$ cat config.mk
export PLATFORM = sky130hd
export DESIGN_NAME = ctlreg_access_unit
export DESIGN_NICKNAME = d
export VERILOG_FILES = /design/src/rtl/ctlreg_pkg.sv /design/src/rtl/ctlreg_decode.sv /design/src/rtl/ctlreg_clock.sv /design/src/rtl/ctlreg_bank.sv /design/src/rtl/ctlreg_access_unit.sv
export SDC_FILE = /design/constraint.sdc
export NUM_CORES = 1
export LEC_CHECK = 0
export BUFFER_PORTS_ARGS = -buffer_cell sky130_fd_sc_hd__buf_2
export CAP_MARGIN = 20
export CELL_PAD_IN_SITES_DETAIL_PLACEMENT = 2
export CELL_PAD_IN_SITES_GLOBAL_PLACEMENT = 2
export CORE_MARGIN = 5
export CORE_UTILIZATION = 44
export DETAILED_ROUTE_END_ITERATION = 12
export PLACE_DENSITY_LB_ADDON = 0.05
export SLEW_MARGIN = 20
export SYNTH_ARGS = -nofsm -noshare
export SYNTH_HDL_FRONTEND = slang
export SYNTH_HIERARCHICAL = 1
export SYNTH_SLANG_ARGS = --single-unit
$ cat constraint.sdc
create_clock -name clk -period 4.3 [get_ports clk]
set_input_delay 0.645 -clock clk [delete_from_list [all_inputs] [get_ports clk]]
set_output_delay 0.645 -clock clk [all_outputs]
set_load 0.01 [all_outputs]
$ cat src/rtl/ctlreg_pkg.sv
package ctlreg_pkg;

   localparam int unsigned HALF_W  = 36;
   localparam int unsigned SEL_LSB = 3;
   localparam int unsigned SEL_MSB = 14;
   localparam int unsigned DIG_W   = 3;
   localparam int unsigned HI_W    = SEL_MSB - SEL_LSB + 1 - DIG_W;
   localparam int unsigned ID_LSB  = 18;

   typedef enum logic [DIG_W-1:0] {
      SEL_MODE  = 3'd0,
      SEL_CFG   = 3'd1,
      SEL_IEN   = 3'd2,
      SEL_CELLS = 3'd3,
      SEL_CLOCK = 3'd4,
      SEL_RSV5  = 3'd5,
      SEL_SU    = 3'd6,
      SEL_RSV7  = 3'd7
   } reg_sel_e;

   typedef struct packed {
      logic [8:0] asg_a;
      logic [2:0] store_size;
      logic [3:0] unit_on;
      logic       nx_en;
      logic [6:0] nx_base;
      logic       interleave;
      logic       low_sel;
      logic [3:0] port_en_lo;
      logic [8:0] asg_b;
      logic [6:0] prio_cyc;
      logic [3:0] port_en_hi;
   } cfg_fields_t;

   localparam logic [HALF_W-1:0] SU_WMASK =
      {6'h3F, 8'hFF, 4'h0, 1'b1, 4'h0, 8'hFF, 1'b0, 2'b11, 1'b0, 1'b1};

endpackage

$ cat src/rtl/ctlreg_decode.sv
module ctlreg_decode
   import ctlreg_pkg::*;
#(
   parameter bit SU_EN = 1'b1
)(
   input  logic [SEL_MSB-SEL_LSB:0] sel_field,
   output reg_sel_e                 sel,
   output logic                     legal
);

   logic [DIG_W-1:0] digit;
   logic [HI_W-1:0]  hi_bits;
   logic             known;

   assign digit   = sel_field[DIG_W-1:0];
   assign hi_bits = sel_field[SEL_MSB-SEL_LSB:DIG_W];
   assign sel     = reg_sel_e'(digit);

   always_comb begin
      case (sel)
         SEL_MODE, SEL_CFG, SEL_IEN, SEL_CELLS, SEL_CLOCK: known = 1'b1;
         SEL_SU:                                          known = SU_EN;
         default:                                         known = 1'b0;
      endcase
   end

   assign legal = known && (hi_bits == '0);

endmodule

$ cat src/rtl/ctlreg_clock.sv
module ctlreg_clock #(
   parameter int unsigned CLK_W = 52
)(
   input  logic             clk,
   input  logic             rst_n,
   input  logic             tick,
   input  logic             ld_req,
   input  logic [CLK_W-1:0] ld_val,
   output logic [CLK_W-1:0] cnt
);

   localparam logic [CLK_W-1:0] ONE = {{(CLK_W-1){1'b0}}, 1'b1};

   generate
      if (CLK_W < 2) begin : g_bad_w
         $error("ctlreg_clock: CLK_W must be at least 2");
      end
   endgenerate

   logic             pend;
   logic [CLK_W-1:0] pend_val;

   always_ff @(posedge clk or negedge rst_n) begin
      if (!rst_n) begin
         cnt      <= '0;
         pend     <= 1'b0;
         pend_val <= '0;
      end else begin
         pend <= ld_req;
         if (ld_req) pend_val <= ld_val;
         if (pend)      cnt <= pend_val;
         else if (tick) cnt <= cnt + ONE;
      end
   end


   tick_step_chk: assert property (@(posedge clk) disable iff (!rst_n)
      (tick && !pend) |=> (cnt == $past(cnt) + ONE));


   idle_hold_chk: assert property (@(posedge clk) disable iff (!rst_n)
      (!tick && !pend) |=> $stable(cnt));


   load_lands_chk: assert property (@(posedge clk) disable iff (!rst_n)
      ld_req |=> ##1 (cnt == $past(ld_val, 2)));

endmodule

$ cat src/rtl/ctlreg_bank.sv
module ctlreg_bank
   import ctlreg_pkg::*;
#(
   parameter int unsigned PORT_W  = 4,
   parameter int unsigned CLK_W   = 52,
   parameter logic [3:0]  CTRL_ID = 4'b0010,
   parameter logic [3:0]  SU_ID   = 4'b1111,
   parameter bit          SU_EN   = 1'b1
)(
   input  logic              clk,
   input  logic              rst_n,
   input  logic              acc,
   input  logic              wr,
   input  reg_sel_e          sel,
   input  logic [HALF_W-1:0] wr_up,
   input  logic [HALF_W-1:0] wr_lo,
   input  logic [PORT_W-1:0] req_port,
   input  logic              prog_mode,
   input  logic [CLK_W-1:0]  clk_cnt,
   output logic [HALF_W-1:0] rd_up,
   output logic [HALF_W-1:0] rd_lo,
   output logic              clk_ld,
   output logic [CLK_W-1:0]  clk_ld_val
);

   localparam int unsigned CLK_HI_W = CLK_W - HALF_W;
   localparam int unsigned MODE_W   = ID_LSB - 1;
   localparam int unsigned CELLS    = 32;
   localparam int unsigned CELL_H   = CELLS / 2;
   localparam int unsigned CELL_PAD = HALF_W - CELL_H;

   generate
      if (PORT_W != 4) begin : g_bad_port
         $error("ctlreg_bank: the port field is four bits wide");
      end
      if (CLK_W <= HALF_W || CLK_HI_W > 16) begin : g_bad_clk
         $error("ctlreg_bank: CLK_W must lie in 37..52");
      end
   endgenerate

   logic wr_en;
   logic wr_unused;

   assign wr_en     = acc && wr;
   assign wr_unused = ^wr_up;

   // ---------------- mode register
   logic [MODE_W-1:0] mode_q;
   logic [HALF_W-1:0] mode_rd;

   always_ff @(posedge clk or negedge rst_n) begin
      if (!rst_n)                         mode_q <= '0;
      else if (wr_en && sel == SEL_MODE)  mode_q <= wr_lo[ID_LSB-1:1];
   end
   assign mode_rd = {{(HALF_W-ID_LSB-4){1'b0}}, CTRL_ID, mode_q, 1'b0};

   // ---------------- configuration register
   cfg_fields_t cfg_q, cfg_d;
   logic [HALF_W-1:0] cfg_rd_up, cfg_rd_lo;

   always_comb begin
      cfg_d            = cfg_q;
      cfg_d.asg_a      = wr_up[35:27];
      cfg_d.store_size = wr_up[26:24];
      cfg_d.unit_on    = wr_up[23:20];
      cfg_d.nx_en      = wr_up[13];
      cfg_d.nx_base    = wr_up[12:6];
      cfg_d.interleave = wr_up[5];
      cfg_d.low_sel    = wr_up[4];
      cfg_d.port_en_lo = wr_up[3:0];
      cfg_d.asg_b      = wr_lo[35:27];
      cfg_d.prio_cyc   = wr_lo[14:8];
      cfg_d.port_en_hi = wr_lo[3:0];
   end

   always_ff @(posedge clk or negedge rst_n) begin
      if (!rst_n)                                        cfg_q <= '0;
      else if (wr_en && sel == SEL_CFG && prog_mode)     cfg_q <= cfg_d;
   end

   assign cfg_rd_up = {cfg_q.asg_a, cfg_q.store_size, cfg_q.unit_on, req_port,
                       1'b0, prog_mode, cfg_q.nx_en, cfg_q.nx_base,
                       cfg_q.interleave, cfg_q.low_sel, cfg_q.port_en_lo};
   assign cfg_rd_lo = {cfg_q.asg_b, 12'h000, cfg_q.prio_cyc, 4'h0, cfg_q.port_en_hi};

   // ---------------- interrupt enables and cells
   logic [CELLS-1:0] ien_q, cell_q;

   always_ff @(posedge clk or negedge rst_n) begin
      if (!rst_n) begin
         ien_q  <= '0;
         cell_q <= '0;
      end else if (wr_en) begin
         if (sel == SEL_IEN)
            ien_q <= {wr_lo[HALF_W-1:CELL_PAD], wr_up[HALF_W-1:CELL_PAD]};
         if (sel == SEL_CELLS)
            cell_q <= {wr_lo[HALF_W-1:CELL_PAD], wr_up[HALF_W-1:CELL_PAD]};
      end
   end

   // ---------------- store-unit mode register (optional)
   logic [HALF_W-1:0] su_rd;

   generate
      if (SU_EN) begin : g_su
         logic [HALF_W-1:0] su_q;
         always_ff @(posedge clk or negedge rst_n) begin
            if (!rst_n)                       su_q <= '0;
            else if (wr_en && sel == SEL_SU)  su_q <= wr_lo & SU_WMASK;
         end
         assign su_rd = su_q | {{(HALF_W-ID_LSB-4){1'b0}}, SU_ID, {ID_LSB{1'b0}}};
      end else begin : g_no_su
         assign su_rd = '0;
      end
   endgenerate

   // ---------------- clock load path
   assign clk_ld     = wr_en && sel == SEL_CLOCK;
   assign clk_ld_val = {wr_up[CLK_HI_W-1:0], wr_lo};

   // ---------------- read mux
   always_comb begin
      rd_up = '0;
      rd_lo = '0;
      case (sel)
         SEL_MODE:  rd_lo = mode_rd;
         SEL_CFG: begin
            rd_up = cfg_rd_up;
            rd_lo = cfg_rd_lo;
         end
         SEL_IEN: begin
            rd_up = {ien_q[CELL_H-1:0], {(CELL_PAD-4){1'b0}}, cfg_q.port_en_lo};
            rd_lo = {ien_q[CELLS-1:CELL_H], {(CELL_PAD-4){1'b0}}, cfg_q.port_en_hi};
         end
         SEL_CELLS: begin
            rd_up = {cell_q[CELL_H-1:0], {CELL_PAD{1'b0}}};
            rd_lo = {cell_q[CELLS-1:CELL_H], {CELL_PAD{1'b0}}};
         end
         SEL_CLOCK: begin
            rd_up = {{(HALF_W-CLK_HI_W){1'b0}}, clk_cnt[CLK_W-1:HALF_W]};
            rd_lo = clk_cnt[HALF_W-1:0];
         end
         SEL_SU:    rd_lo = su_rd;
         default: begin
            rd_up = '0;
            rd_lo = '0;
         end
      endcase
   end


   cfg_lock_chk: assert property (@(posedge clk) disable iff (!rst_n)
      (wr_en && sel == SEL_CFG && !prog_mode) |=> $stable(cfg_q));


   port_en_hold_chk: assert property (@(posedge clk) disable iff (!rst_n)
      (wr_en && sel == SEL_IEN) |=> ($stable(cfg_q.port_en_lo) && $stable(cfg_q.port_en_hi)));


   no_access_hold_chk: assert property (@(posedge clk) disable iff (!rst_n)
      !acc |=> ($stable(cfg_q) && $stable(ien_q) && $stable(cell_q) && $stable(mode_q)));

endmodule

$ cat src/rtl/ctlreg_access_unit.sv
module ctlreg_access_unit
   import ctlreg_pkg::*;
#(
   parameter int unsigned ADDR_W  = 18,
   parameter int unsigned PORT_W  = 4,
   parameter int unsigned CLK_W   = 52,
   parameter logic [3:0]  CTRL_ID = 4'b0010,
   parameter logic [3:0]  SU_ID   = 4'b1111,
   parameter bit          SU_EN   = 1'b1
)(
   input  logic              clk,
   input  logic              rst_n,
   input  logic              req_valid,
   input  logic              req_write,
   input  logic [ADDR_W-1:0] req_addr,
   input  logic [HALF_W-1:0] req_wdata_hi,
   input  logic [HALF_W-1:0] req_wdata_lo,
   input  logic [PORT_W-1:0] req_port,
   input  logic              prog_mode_sw,
   input  logic              tick_en,
   output logic              rsp_valid,
   output logic              rsp_illegal,
   output logic [HALF_W-1:0] rsp_rdata_hi,
   output logic [HALF_W-1:0] rsp_rdata_lo
);

   generate
      if (ADDR_W <= SEL_MSB + 1) begin : g_bad_addr
         $error("ctlreg_access_unit: ADDR_W must exceed the select field");
      end
   endgenerate

   reg_sel_e          sel;
   logic              legal;
   logic              acc;
   logic              addr_unused;
   logic [HALF_W-1:0] rd_up, rd_lo;
   logic              clk_ld;
   logic [CLK_W-1:0]  clk_ld_val;
   logic [CLK_W-1:0]  clk_cnt;

   assign addr_unused = ^{req_addr[ADDR_W-1:SEL_MSB+1], req_addr[SEL_LSB-1:0]};
   assign acc         = req_valid && legal;

   ctlreg_decode #(.SU_EN(SU_EN)) u_decode (
      .sel_field (req_addr[SEL_MSB:SEL_LSB]),
      .sel       (sel),
      .legal     (legal)
   );

   ctlreg_bank #(
      .PORT_W  (PORT_W),
      .CLK_W   (CLK_W),
      .CTRL_ID (CTRL_ID),
      .SU_ID   (SU_ID),
      .SU_EN   (SU_EN)
   ) u_bank (
      .clk        (clk),
      .rst_n      (rst_n),
      .acc        (acc),
      .wr         (req_write),
      .sel        (sel),
      .wr_up      (req_wdata_hi),
      .wr_lo      (req_wdata_lo),
      .req_port   (req_port),
      .prog_mode  (prog_mode_sw),
      .clk_cnt    (clk_cnt),
      .rd_up      (rd_up),
      .rd_lo      (rd_lo),
      .clk_ld     (clk_ld),
      .clk_ld_val (clk_ld_val)
   );

   ctlreg_clock #(.CLK_W(CLK_W)) u_clock (
      .clk    (clk),
      .rst_n  (rst_n),
      .tick   (tick_en),
      .ld_req (clk_ld),
      .ld_val (clk_ld_val),
      .cnt    (clk_cnt)
   );

   always_ff @(posedge clk or negedge rst_n) begin
      if (!rst_n) begin
         rsp_valid    <= 1'b0;
         rsp_illegal  <= 1'b0;
         rsp_rdata_hi <= '0;
         rsp_rdata_lo <= '0;
      end else begin
         rsp_valid   <= req_valid;
         rsp_illegal <= req_valid && !legal;
         if (acc && !req_write) begin
            rsp_rdata_hi <= rd_up;
            rsp_rdata_lo <= rd_lo;
         end else begin
            rsp_rdata_hi <= '0;
            rsp_rdata_lo <= '0;
         end
      end
   end


   strobe_follow_chk: assert property (@(posedge clk) disable iff (!rst_n)
      req_valid |=> rsp_valid);


   strobe_only_chk: assert property (@(posedge clk) disable iff (!rst_n)
      !req_valid |=> !rsp_valid);


   write_quiet_chk: assert property (@(posedge clk) disable iff (!rst_n)
      (req_valid && req_write) |=> (rsp_rdata_hi == '0 && rsp_rdata_lo == '0));


   illegal_quiet_chk: assert property (@(posedge clk) disable iff (!rst_n)
      rsp_illegal |-> (rsp_valid && rsp_rdata_hi == '0 && rsp_rdata_lo == '0));

endmodule

==> summary.md, run 1 <==
| Metric | Value |
|---|---|
| Run status | `complete, no violations` |
| Post-CTS sizing | `0` |
| Cell family with most CP delay | `simple AND/OR/NAND/NOR gates` |
| Clock Path Buffers | `3` |
| Peak supply drop | `0.000253 V` |
| Skew final | `0.0141 ns` |
| Req. time, crit path | `4.71 ns` |
| Crit-path cells | `buf_2, a211oi_1, and3_2, and2_1, nand4_1, nor2_8, buf_12, mux2_4` |
| Layout area overhead | `12.1%` |
| Synth Instances | `around 1,300` |
| Mapped Nets | `1,379` |
| Post-route ant nets | `0` |
| DIE WIDTH | `roughly 200 um` |
| Relative slew slack | `28.4%` |
| Overall Global Routing Usage | `22.2%` |
| Residual DRC count | `0` |
| Crit path DAT | `3.19 ns` |
| First-pass DRT Iterations | `4` |
| Antenna violations before repair | `2` |
| Most used DFF post-synth | `dfrtp_1` |
| DP Worst Slack | `1.05 ns` |
| Worst setup margin | `around 1.5 ns` |
| Slew Viols, Final | `0` |
| Hold_buf cts | `0` |
| Power Dens Cells | `401 nW/um2` |
| Worst-margin pin slew | `between 1 and 1.5 ns` |
| Maximum clock rate | `between 0.3 and 0.4 GHz` |
| Avg Inst Size Synth | `between 10 and 15 um2` |
| Initial Util | `~44%` |
| Die Span Y | `202 um` |
| Post-Synth Adder-Cell Area | `0.0775%` |
| First-pass GRT wire length | `72,000 um` |
| Pwr Total | `7.26 mW` |
| Gr ovfl total | `0` |
| CP Capture Type | `register` |
| RSZ-0062 raised after global routing | `no` |
| Final Hold Vio Count | `0` |
| Final worst path period need | `2.77 ns` |
| Largest family of logic cells by synthesized area | `multiplexers` |
| Synth top area cells | `dfrtp_1, mux2_2, mux2_4, and4b_1, buf_4` |
| Mux cell area share after synthesis | `approximately a fifth` |
| Clock Tree Root | `clkbuf_16` |
| Largest area contributor in the netlist | `dfrtp_1` |
| Vias in the first global route | `12,100` |
| Final nets | `1,464` |
| CTS sink cnt | `between 300 and 400` |
| Synth Area in Compound Gates | `5.40%` |
| Vias post-DR | `around 11,000` |
| Seq/Total Area, Yosys | `a little over half` |
| Number of buffers created by CTS | `40` |
| Die area | `40,600 um2` |
| Via density per instance | `approximately 5.7` |
| CTS tree | `yes` |
| Asr flop ratio synth | `100%` |
| Final worst path period share | `64.5%` |
| Synth Register Bits | `336` |
| H-tree depth | `2` |
| Drt wl/cell | `24.3 um` |
| Hold crit path type | `in2async` |
| Yosys top cell area share | `between 50 and 60%` |
| Netlist cell types | `57` |
| Max cap viols | `0` |
| Setup TNS Final | `0 ns` |
| Share of cells above drive strength 1 | `36.4%` |
| Setup violators final | `0` |
| CP Max Fanout | `40` |
| Final Wtd Congestion | `0.745` |
| Post-Syn Area | `between 15,000 and 20,000 um2` |
| DRT iter0 DRCs | `508` |
| EDFF count, synth | `0` |
| Crit-path slowest cell | `nor2_8` |
| Synth Area in XOR/XNOR | `under 10%` |
| Ports | `174` |
| Worst skew pair latency | `0.54 ns` |
| Post-synthesis simple-gate area fraction | `between 10% and 20%` |
| Setup CP Type | `in2reg` |
| Layout Cells excl Fill | `1,861` |
| Buf/Inv on CP | `2` |
| Worst setup SP type | `input pin` |
| Core region area | `36,400 um2` |
| Leak Pwr | `~8.9 nW` |
| Ys Warns | `6` |
| Post-CTS setup buffer count | `0` |
| Final HPWL DP | `29,000 um` |
| Clk slew on worst S/H paths | `about 0.06 ns` |
| DP Cell Count | `1,789` |
| Slowest stage delay, CP | `0.40 ns` |
| Row count | `70` |
| Largest net degree at the start of global routing | `101` |
| Final wirelength | `45,100 um` |
| I/O Buffers | `around 160` |
## layout by cell type (no fill, tap or decap), types with 5 or more instances in the layout
master / synthesis / layout
nor2_1: 54 / 53
xnor2_1: 9 / 9
mux2i_1: 42 / 42
o22ai_1: 12 / 12
a21oi_1: 5 / 5
a31oi_1: 10 / 10
o211ai_1: 10 / 10
dfrtp_1: 336 / 335
buf_2: 25 / 161
nor3_1: 13 / 13
or4_1: 5 / 5
nand2b_1: 6 / 6
buf_4: 68 / 25
clkbuf_8: 0 / 6
nand3_1: 28 / 28
nor2b_1: 8 / 7
and3_1: 18 / 17
o21ai_0: 42 / 42
and2_1: 6 / 6
clkbuf_16: 0 / 41
nand4_1: 25 / 25
a22oi_1: 32 / 32
and4b_1: 72 / 72
or2_2: 6 / 6
nand2_1: 69 / 69
xor2_1: 26 / 26
nor4_1: 5 / 5
clkbuf_1: 32 / 15
o31ai_1: 5 / 5
mux2_4: 50 / 50
mux2_2: 185 / 185
## power breakdown
part	leakage, nW	switching, mW	internal [mW]
Sequential	4.55	0.116	3.23
Combinational	3.74	0.310	0.177
Clock	0.638	1.32	2.10
## synth_stat cells (26+ instances only)
master    number
mux2_2       185
mux2i_1       42
nor2_1        54
nand2_1       69
and4b_1       72
clkbuf_1      32
xor2_1        26
o21ai_0       42
dfrtp_1      336
a22oi_1       32
mux2_4        50
nand3_1       28
buf_4         68
## per-stage QoR
step | cell area, um2 | hold WS [ns] | utilization, %
3_5_place_dp | 16800 | 0.473 | 46.1
4_1_cts | 18100 | 0.106 | 49.7
6_report | 18100 | 0.0987 | 49.7
3_3_place_gp | 16800 | 0.463 | 46.1
5_1_grt | 18100 | 0.151 | 49.7
2_1_floorplan | 16100 | 0.349 | -
## per-layer routing
metal  track usage, %  vias up  share of wire (%)  routed length [um]
li1                 -     4750                  -                   -
met1             30.2     5640                 46               20600
met2             37.4      184                 49               22300
met3             3.13       59                3.0                1380
met4             6.47        0                2.0                 918
met5                0        -                  0                   0
## worst register-to-register path, cell delays in order, from the launching register on
cell and delay [ns]:
dfrtp_1 0.58, nand4_4 0.20, nor4_4 0.28, buf_4 0.20, nand4_2 0.36, or4_1 0.61
a31oi_1 0.18
## cells by family after synthesis
logic type | after synthesis
adder cells (fa/ha/maj) | 1
AO/OA/AOI/OAI | 133
flip-flops | 336
AND/OR/NAND/NOR | 341
multiplexers | 281
buffers and inverters | 151
XOR/XNOR | 35
## area by class of cell
| class | count | area, um2 |
|---|---|---|
| inverters | 4 | 15.0 |
| flip-flops and latches | 336 | 8410 |
| repair buffers | 190 | 1070 |
| clock buffers | 62 | 1160 |
| diodes | 2 | 5.00 |
| well taps | 468 | 586 |
| multi-input cells | 791 | 6710 |
| clock inverters | 8 | 144 |
| fillers | 3527 | 18300 |
## worst paths after layout
path,startpoint,endpoint,depth (start not counted),slack (ns)
setup / recovery,req_addr[5],u_bank/cfg_q[19],8,1.53
min in group clk,req_wdata_lo[19],u_clock/pend_val[19],2,0.34
hold / removal,rst_n,rsp_illegal,1,0.1
max in group asynchronous,rst_n,u_clock/cnt[37],2,3.12
setup reg to reg,u_clock/cnt[14],u_clock/cnt[45],6,1.81
hold reg to reg,u_clock/pend_val[12],u_clock/cnt[12],2,0.47
## sequential cells by signal (all words and copies together) (netlist names)
signal            flops
rsp_valid             1
rsp_illegal           1
u_bank/mode_q        17
u_bank/cfg_q         50
u_bank/cell_q        32
u_bank/ien_q         32
rsp_rdata_hi         36
rsp_rdata_lo         36
u_clock/pend          1
u_clock/pend_val     52
u_bank/g_su.su_q     26
u_clock/cnt          52
(Power assumes the default switching activity.)
==> run 2, diff against run 1 <==
CORE_UTILIZATION = 41   (was 44)
clock period = 2.75 ns   (was 4.3 ns; I/O delays follow)
==> summary.md, run 2 (synthesis results as in run 1) <==
| Metric | Value |
|---|---|
| Run status | `complete, no violations` |
| Setup TNS Final | `0 ns (unchanged)` |
| Clock power share | `46.4% (-0.8 points)` |
| Leak Pwr | `9.08 nW (+1.7%)` |
| Net Sw Frac | `24.4% (+0.30 points)` |
| I/O Buffers | `163 (unchanged)` |
| Maximum clock rate | `about 0.41 GHz` |
| Final HPWL DP | `30,300 um (+4.4%)` |
| Hold_buf cts | `1 (+1)` |
| Hold crit path type | `in2reg` |
| Final worst path period need | `2.44 ns` |
| Req. time, crit path | `3.21 ns (-1.50 ns)` |
| Pwr Total | `11.3 mW (+56%)` |
| Final worst path period share | `88.8%` |
| Die Span Y | `208 um (+3.4%)` |
| Final nets | `1,488 (+1.6%)` |
| H-tree depth | `2 (unchanged)` |
| Setup CP Type | `reg2reg` |
| Ports | `174 (unchanged)` |
| Number of buffers created by CTS | `40 (unchanged)` |
| Seq pwr share | `46.2% (about the same)` |
| Final Hold Vio Count | `0 (unchanged)` |
| Final Wtd Congestion | `0.759 (+1.9%)` |
| Layout area overhead | `14.3%` |
| Slew Viols, Final | `0 (unchanged)` |
| Residual DRC count | `0 (unchanged)` |
| Vias in the first global route | `12,200 (+0.41%)` |
| Max cap viols | `0 (unchanged)` |
| Clock Path Buffers | `3 (unchanged)` |
| Post-CTS sizing | `0 (unchanged)` |
| Final wirelength | `46,000 um (+1.8%)` |
| Post-route ant nets | `0 (unchanged)` |
| Worst skew pair latency | `0.55 ns (about the same)` |
| Antenna diodes | `0 (-2)` |
| CP Max Fanout | `7 (-83%)` |
| Post-CTS setup buffer count | `0 (unchanged)` |
| CTS sink cnt | `336 (unchanged)` |
| Gr ovfl total | `0 (unchanged)` |
| DIE WIDTH | `208 um (+3.4%)` |
| Total net switching power | `2.76 mW (+57%)` |
| Core region area | `38,800 um2 (+6.6%)` |
| Post-DP Area | `17,200 um2 (+2.2%)` |
| Commonest non-fill, non-tap cell in the layout | `dfrtp_1` |
| Most frequent cells in the layout | `dfrtp_1, mux2_2, buf_2` |
| Worst setup SP type | `register` |
| Largest net degree at the start of global routing | `78 (-23%)` |
| RSZ-0062 raised after global routing | `no` |
| Peak supply drop | `0.000363 V (+44%)` |
| DRT iter0 DRCs | `434 (-15%)` |
| First-pass GRT wire length | `73,600 um (+2.3%)` |
| Skew final | `0.0130 ns (-0.00111 ns)` |
| Top Registers | `u_clock/cnt x52, u_clock/pend_val x52, u_bank/cfg_q x50` |
| Combinational share of power | `7.5% (+0.8 points)` |
| Share of cells above drive strength 1 | `37.4% (+0.98 points)` |
| Worst setup margin | `0.309 ns (-1.22 ns)` |
| Drt wl/cell | `23.8 um (-2.1%)` |
| Clock Tree Root | `clkbuf_16` |
| Int Pwr | `8.53 mW (+55%)` |
| Relative slew slack | `46.4% (+18 points)` |
| Initial Util | `41.6% (-2.7 points)` |
| Crit path DAT | `2.90 ns (-0.29 ns)` |
| Die area | `43,400 um2 (+6.9%)` |
| CTS tree | `yes` |
| Setup violators final | `0 (unchanged)` |
| Row count | `72 (+2.9%)` |
| DP Worst Slack | `0.238 ns (-0.814 ns)` |
| Antenna violations before repair | `1 (-1)` |
| First-pass DRT Iterations | `4 (unchanged)` |
| Finished layout cell area | `18,500 um2 (+2.0%)` |
| Overall Global Routing Usage | `21.2% (-1.1 points)` |
| Power Dens Cells | `611 nW/um2 (+53%)` |
| CP Capture Type | `register` |
| Clk slew on worst S/H paths | `0.06 ns (about the same)` |
| Worst-margin pin slew | `0.804 ns (-0.266 ns)` |
| Via density per instance | `5.50 (-3.7%)` |
| Vias post-DR | `10,600 (+0.056%)` |
[run 2: final timing paths]
kind / startpoint / end / slack [ns] / depth (start not counted)
setup reg to reg: u_clock/cnt[17] / u_clock/cnt[47] / 0.31 / 5
setup / recovery: u_clock/cnt[17] / u_clock/cnt[47] / 0.31 / 5
hold / removal: req_wdata_lo[19] / u_clock/pend_val[19] / 0.10 / 2
hold reg to reg: u_clock/pend_val[35] / u_clock/cnt[35] / 0.48 / 2
max in group asynchronous: rst_n / u_bank/cfg_q[12] / 1.49 / 3
min in group asynchronous: rst_n / u_bank/ien_q[10] / 0.42 / 2
[run 2: critical path, cell delays in order (launching register included)]
cell	delay, ns
dfrtp_1	0.44
nand3_1	0.21
nor4_4	0.57
nand3_1	0.41
or3_1	0.49
a31oi_1	0.22
[run 2: power groups by stage]
stage / clock network [mW] / logic, mW / registers (mW)
after floorplan: 0 / 0.470 / 5.26
after global placement: 0 / 0.826 / 5.29
after detailed placement: 0 / 0.850 / 5.30
after CTS: 5.40 / 0.865 / 5.21
after global routing: 5.60 / 0.927 / 5.22
final: 5.23 / 0.843 / 5.21
[run 2: area by class of cell]
| class | count | area (um2) |
|---|---|---|
| fill | 3851 | 20400 |
| multi-input combinational | 791 | 6710 |
| clock buffer | 68 | 1250 |
| inverter | 4 | 15.0 |
| clock inverter | 3 | 40.0 |
| tap | 518 | 648 |
| sequential | 336 | 8410 |
| timing repair buffer | 214 | 1390 |
[run 2: metrics by stage]
step                      hold WS [ns]  util, %  instances
after detailed placement         0.410     44.2       1862
after global routing            0.0866     47.5       1934
after global placement           0.415     44.2       1861
final                            0.100     47.5       1934
after CTS                       0.0691     47.5       1934
after floorplan                  0.117        -       1278
[run 2: per-layer routing]
layer / routed length, um / track usage, %
met5: 11 / 0
met1: 20900 / 28.6
met4: 957 / 5.53
met2: 22700 / 36.1
met3: 1380 / 2.82
==> run 3, diff against run 2 <==
CORE_UTILIZATION = 40   (was 41)
==> summary.md, run 3 (synthesis results as in run 1) <==
| Metric | Value |
|---|---|
| Drt wl/cell | `23.4 um (-1.5%)` |
| DRT iter0 DRCs | `404 (-6.9%)` |
| DIE WIDTH | `211 um (+1.2%)` |
| I/O Buffers | `163 (unchanged)` |
| Relative slew slack | `45.8% (-0.61 points)` |
| Final Hold Vio Count | `0 (unchanged)` |
| Ports | `174 (unchanged)` |
| Clock Tree Root | `clkbuf_16` |
| Vias post-DR | `10,600 (-0.56%)` |
| Req. time, crit path | `3.22 ns (about the same)` |
| Initial Util | `40.5% (-1.0 points)` |
| Commonest non-fill, non-tap cell in the layout | `dfrtp_1` |
| CTS tree | `yes` |
| Run status | `complete, no violations` |
| Finished layout cell area | `18,500 um2 (about the same)` |
| Overall Global Routing Usage | `20.5% (-0.69 points)` |
| Row count | `73 (+1.4%)` |
| Met2 Track Usage GR | `35.2% (-0.97 points)` |
| Skew final | `0.0195 ns (+0.00646 ns)` |
| Final Wtd Congestion | `0.740 (-2.5%)` |
| Die area | `44,500 um2 (+2.4%)` |
| Final worst path period share | `87.6% (-1.2 points)` |
| Final nets | `1,486 (-0.13%)` |
| Layout area overhead | `14.4% (about the same)` |
| Hold crit path type | `in2reg` |
| Crit path DAT | `2.88 ns (-0.02 ns)` |
| Met1 Usage GRT | `27.7% (-0.87 points)` |
| Slew Viols, Final | `0 (unchanged)` |
| Power Dens Cells | `612 nW/um2 (about the same)` |
| Leak Pwr | `9.08 nW (about the same)` |
| Buf/Inv on CP | `0 (unchanged)` |
| Setup TNS Final | `0 ns (unchanged)` |
| CP Max Fanout | `12 (+5)` |
| Setup CP Type | `reg2reg` |
| Largest net degree at the start of global routing | `75 (-3.8%)` |
| Antenna violations before repair | `0 (-1)` |
| Grt peak-use layer | `met2` |
| Crit-path cells | `nand4_4, nor4_4, nand4_2, or4_1, a31oi_1` |
| Gr ovfl total | `0 (unchanged)` |
| Die Span Y | `211 um (+1.2%)` |
| First-pass DRT Iterations | `4 (unchanged)` |
| CP Capture Type | `register` |
| Top Registers | `u_clock/cnt x52, u_clock/pend_val x52, u_bank/cfg_q x50` |
| Most frequent cells in the layout | `dfrtp_1, mux2_2, buf_2` |
| Slowest stage delay, CP | `0.62 ns (+0.05 ns)` |
| Residual DRC count | `0 (unchanged)` |
| Peak supply drop | `0.000403 V (+11%)` |
| H-tree depth | `2 (unchanged)` |
| GR Util met3 | `3.36% (+0.54 points)` |
| RSZ-0062 raised after global routing | `no` |
| Setup violators final | `0 (unchanged)` |
| Worst skew pair latency | `0.56 ns (about the same)` |
| Vias in the first global route | `12,000 (-1.2%)` |
| Antenna diodes | `0 (unchanged)` |
| Crit-path slowest cell | `or4_1` |
| Maximum clock rate | `0.415 GHz (+1.3%)` |
| Core region area | `39,800 um2 (+2.6%)` |
| Clock Path Buffers | `3 (unchanged)` |
| Post-DP Area | `17,100 um2 (about the same)` |
| First-pass GRT wire length | `71,900 um (-2.4%)` |
| Final worst path period need | `2.41 ns (-0.0321 ns)` |
| Cell family with most CP delay | `simple AND/OR/NAND/NOR gates` |
| Final wirelength | `45,400 um (-1.2%)` |
| Final HPWL DP | `29,800 um (-1.6%)` |
| Post-CTS sizing | `0 (unchanged)` |
| CTS sink cnt | `336 (unchanged)` |
| Worst setup SP type | `register` |
| Post-route ant nets | `0 (unchanged)` |
| Via density per instance | `5.45 (-0.87%)` |
| Clk slew on worst S/H paths | `0.06 ns (about the same)` |
| Worst-margin pin slew | `0.813 ns (+0.00920 ns)` |
| Number of buffers created by CTS | `41 (+2.5%)` |
| Max cap viols | `0 (unchanged)` |
| Share of cells above drive strength 1 | `37.4% (-0.044 points)` |
run 3: worst paths after layout:
check / startpoint / endpoint / slack [ns] / cells past startpoint
setup / recovery: u_clock/cnt[14] / u_clock/cnt[45] / 0.34 / 5
hold / removal: req_wdata_lo[19] / u_clock/pend_val[19] / 0.08 / 2
setup reg to reg: u_clock/cnt[14] / u_clock/cnt[45] / 0.34 / 5
hold reg to reg: u_clock/pend_val[14] / u_clock/cnt[14] / 0.47 / 2
max in group asynchronous: rst_n / u_bank/g_su.su_q[24] / 1.62 / 3
min in group asynchronous: rst_n / u_bank/cfg_q[42] / 0.41 / 2
run 3: report_power, final:
part           internal, mW  switching, mW  leakage (nW)
logic                 0.299          0.485          3.89
registers              5.05          0.197          4.55
clock network          3.19           2.08         0.644
total                  8.54           2.77          9.08
run 3: final cells by class:
class,count,area [um2]
clock buffers,71,1300
well taps,525,657
fillers,4029,21400
clock inverters,2,13.8
flip-flops and latches,336,8410
inverters,4,15.0
multi-input cells,791,6710
repair buffers,211,1370
run 3: metal layers:
layer	up-vias	wire length (um)
met5	-	0
met3	39	1550
met4	0	603
met2	160	22600
met1	5574	20700
li1	4806	-
run 3: metrics by stage:
step / setup slack (ns) / instances / util, % / total power, mW / hold WS, ns
6_report: 0.341 / 1940 / 46.4 / 11.3 / 0.0845
5_1_grt: 0.181 / 1940 / 46.4 / 11.8 / 0.0745
4_1_cts: 0.310 / 1940 / 46.4 / 11.5 / 0.0578
3_5_place_dp: 0.263 / 1866 / 43.1 / 6.13 / 0.416
3_3_place_gp: 0.305 / 1866 / 43.1 / 6.09 / 0.421
2_1_floorplan: 0.111 / 1278 / - / 5.73 / 0.117
run 3: timing repair:
item | CTS | global route
setup buffers | 0 | 0
hold endpoints to repair | 54 | 0
setup endpoints to repair | 0 | 0
hold buffers | 1 | 0
run 3: worst reg2reg max path, stage by stage (launching register included):
cell	delay, ns
dfrtp_1	0.55
nand4_4	0.21
nor4_4	0.33
nand4_2	0.43
or4_1	0.63
a31oi_1	0.18
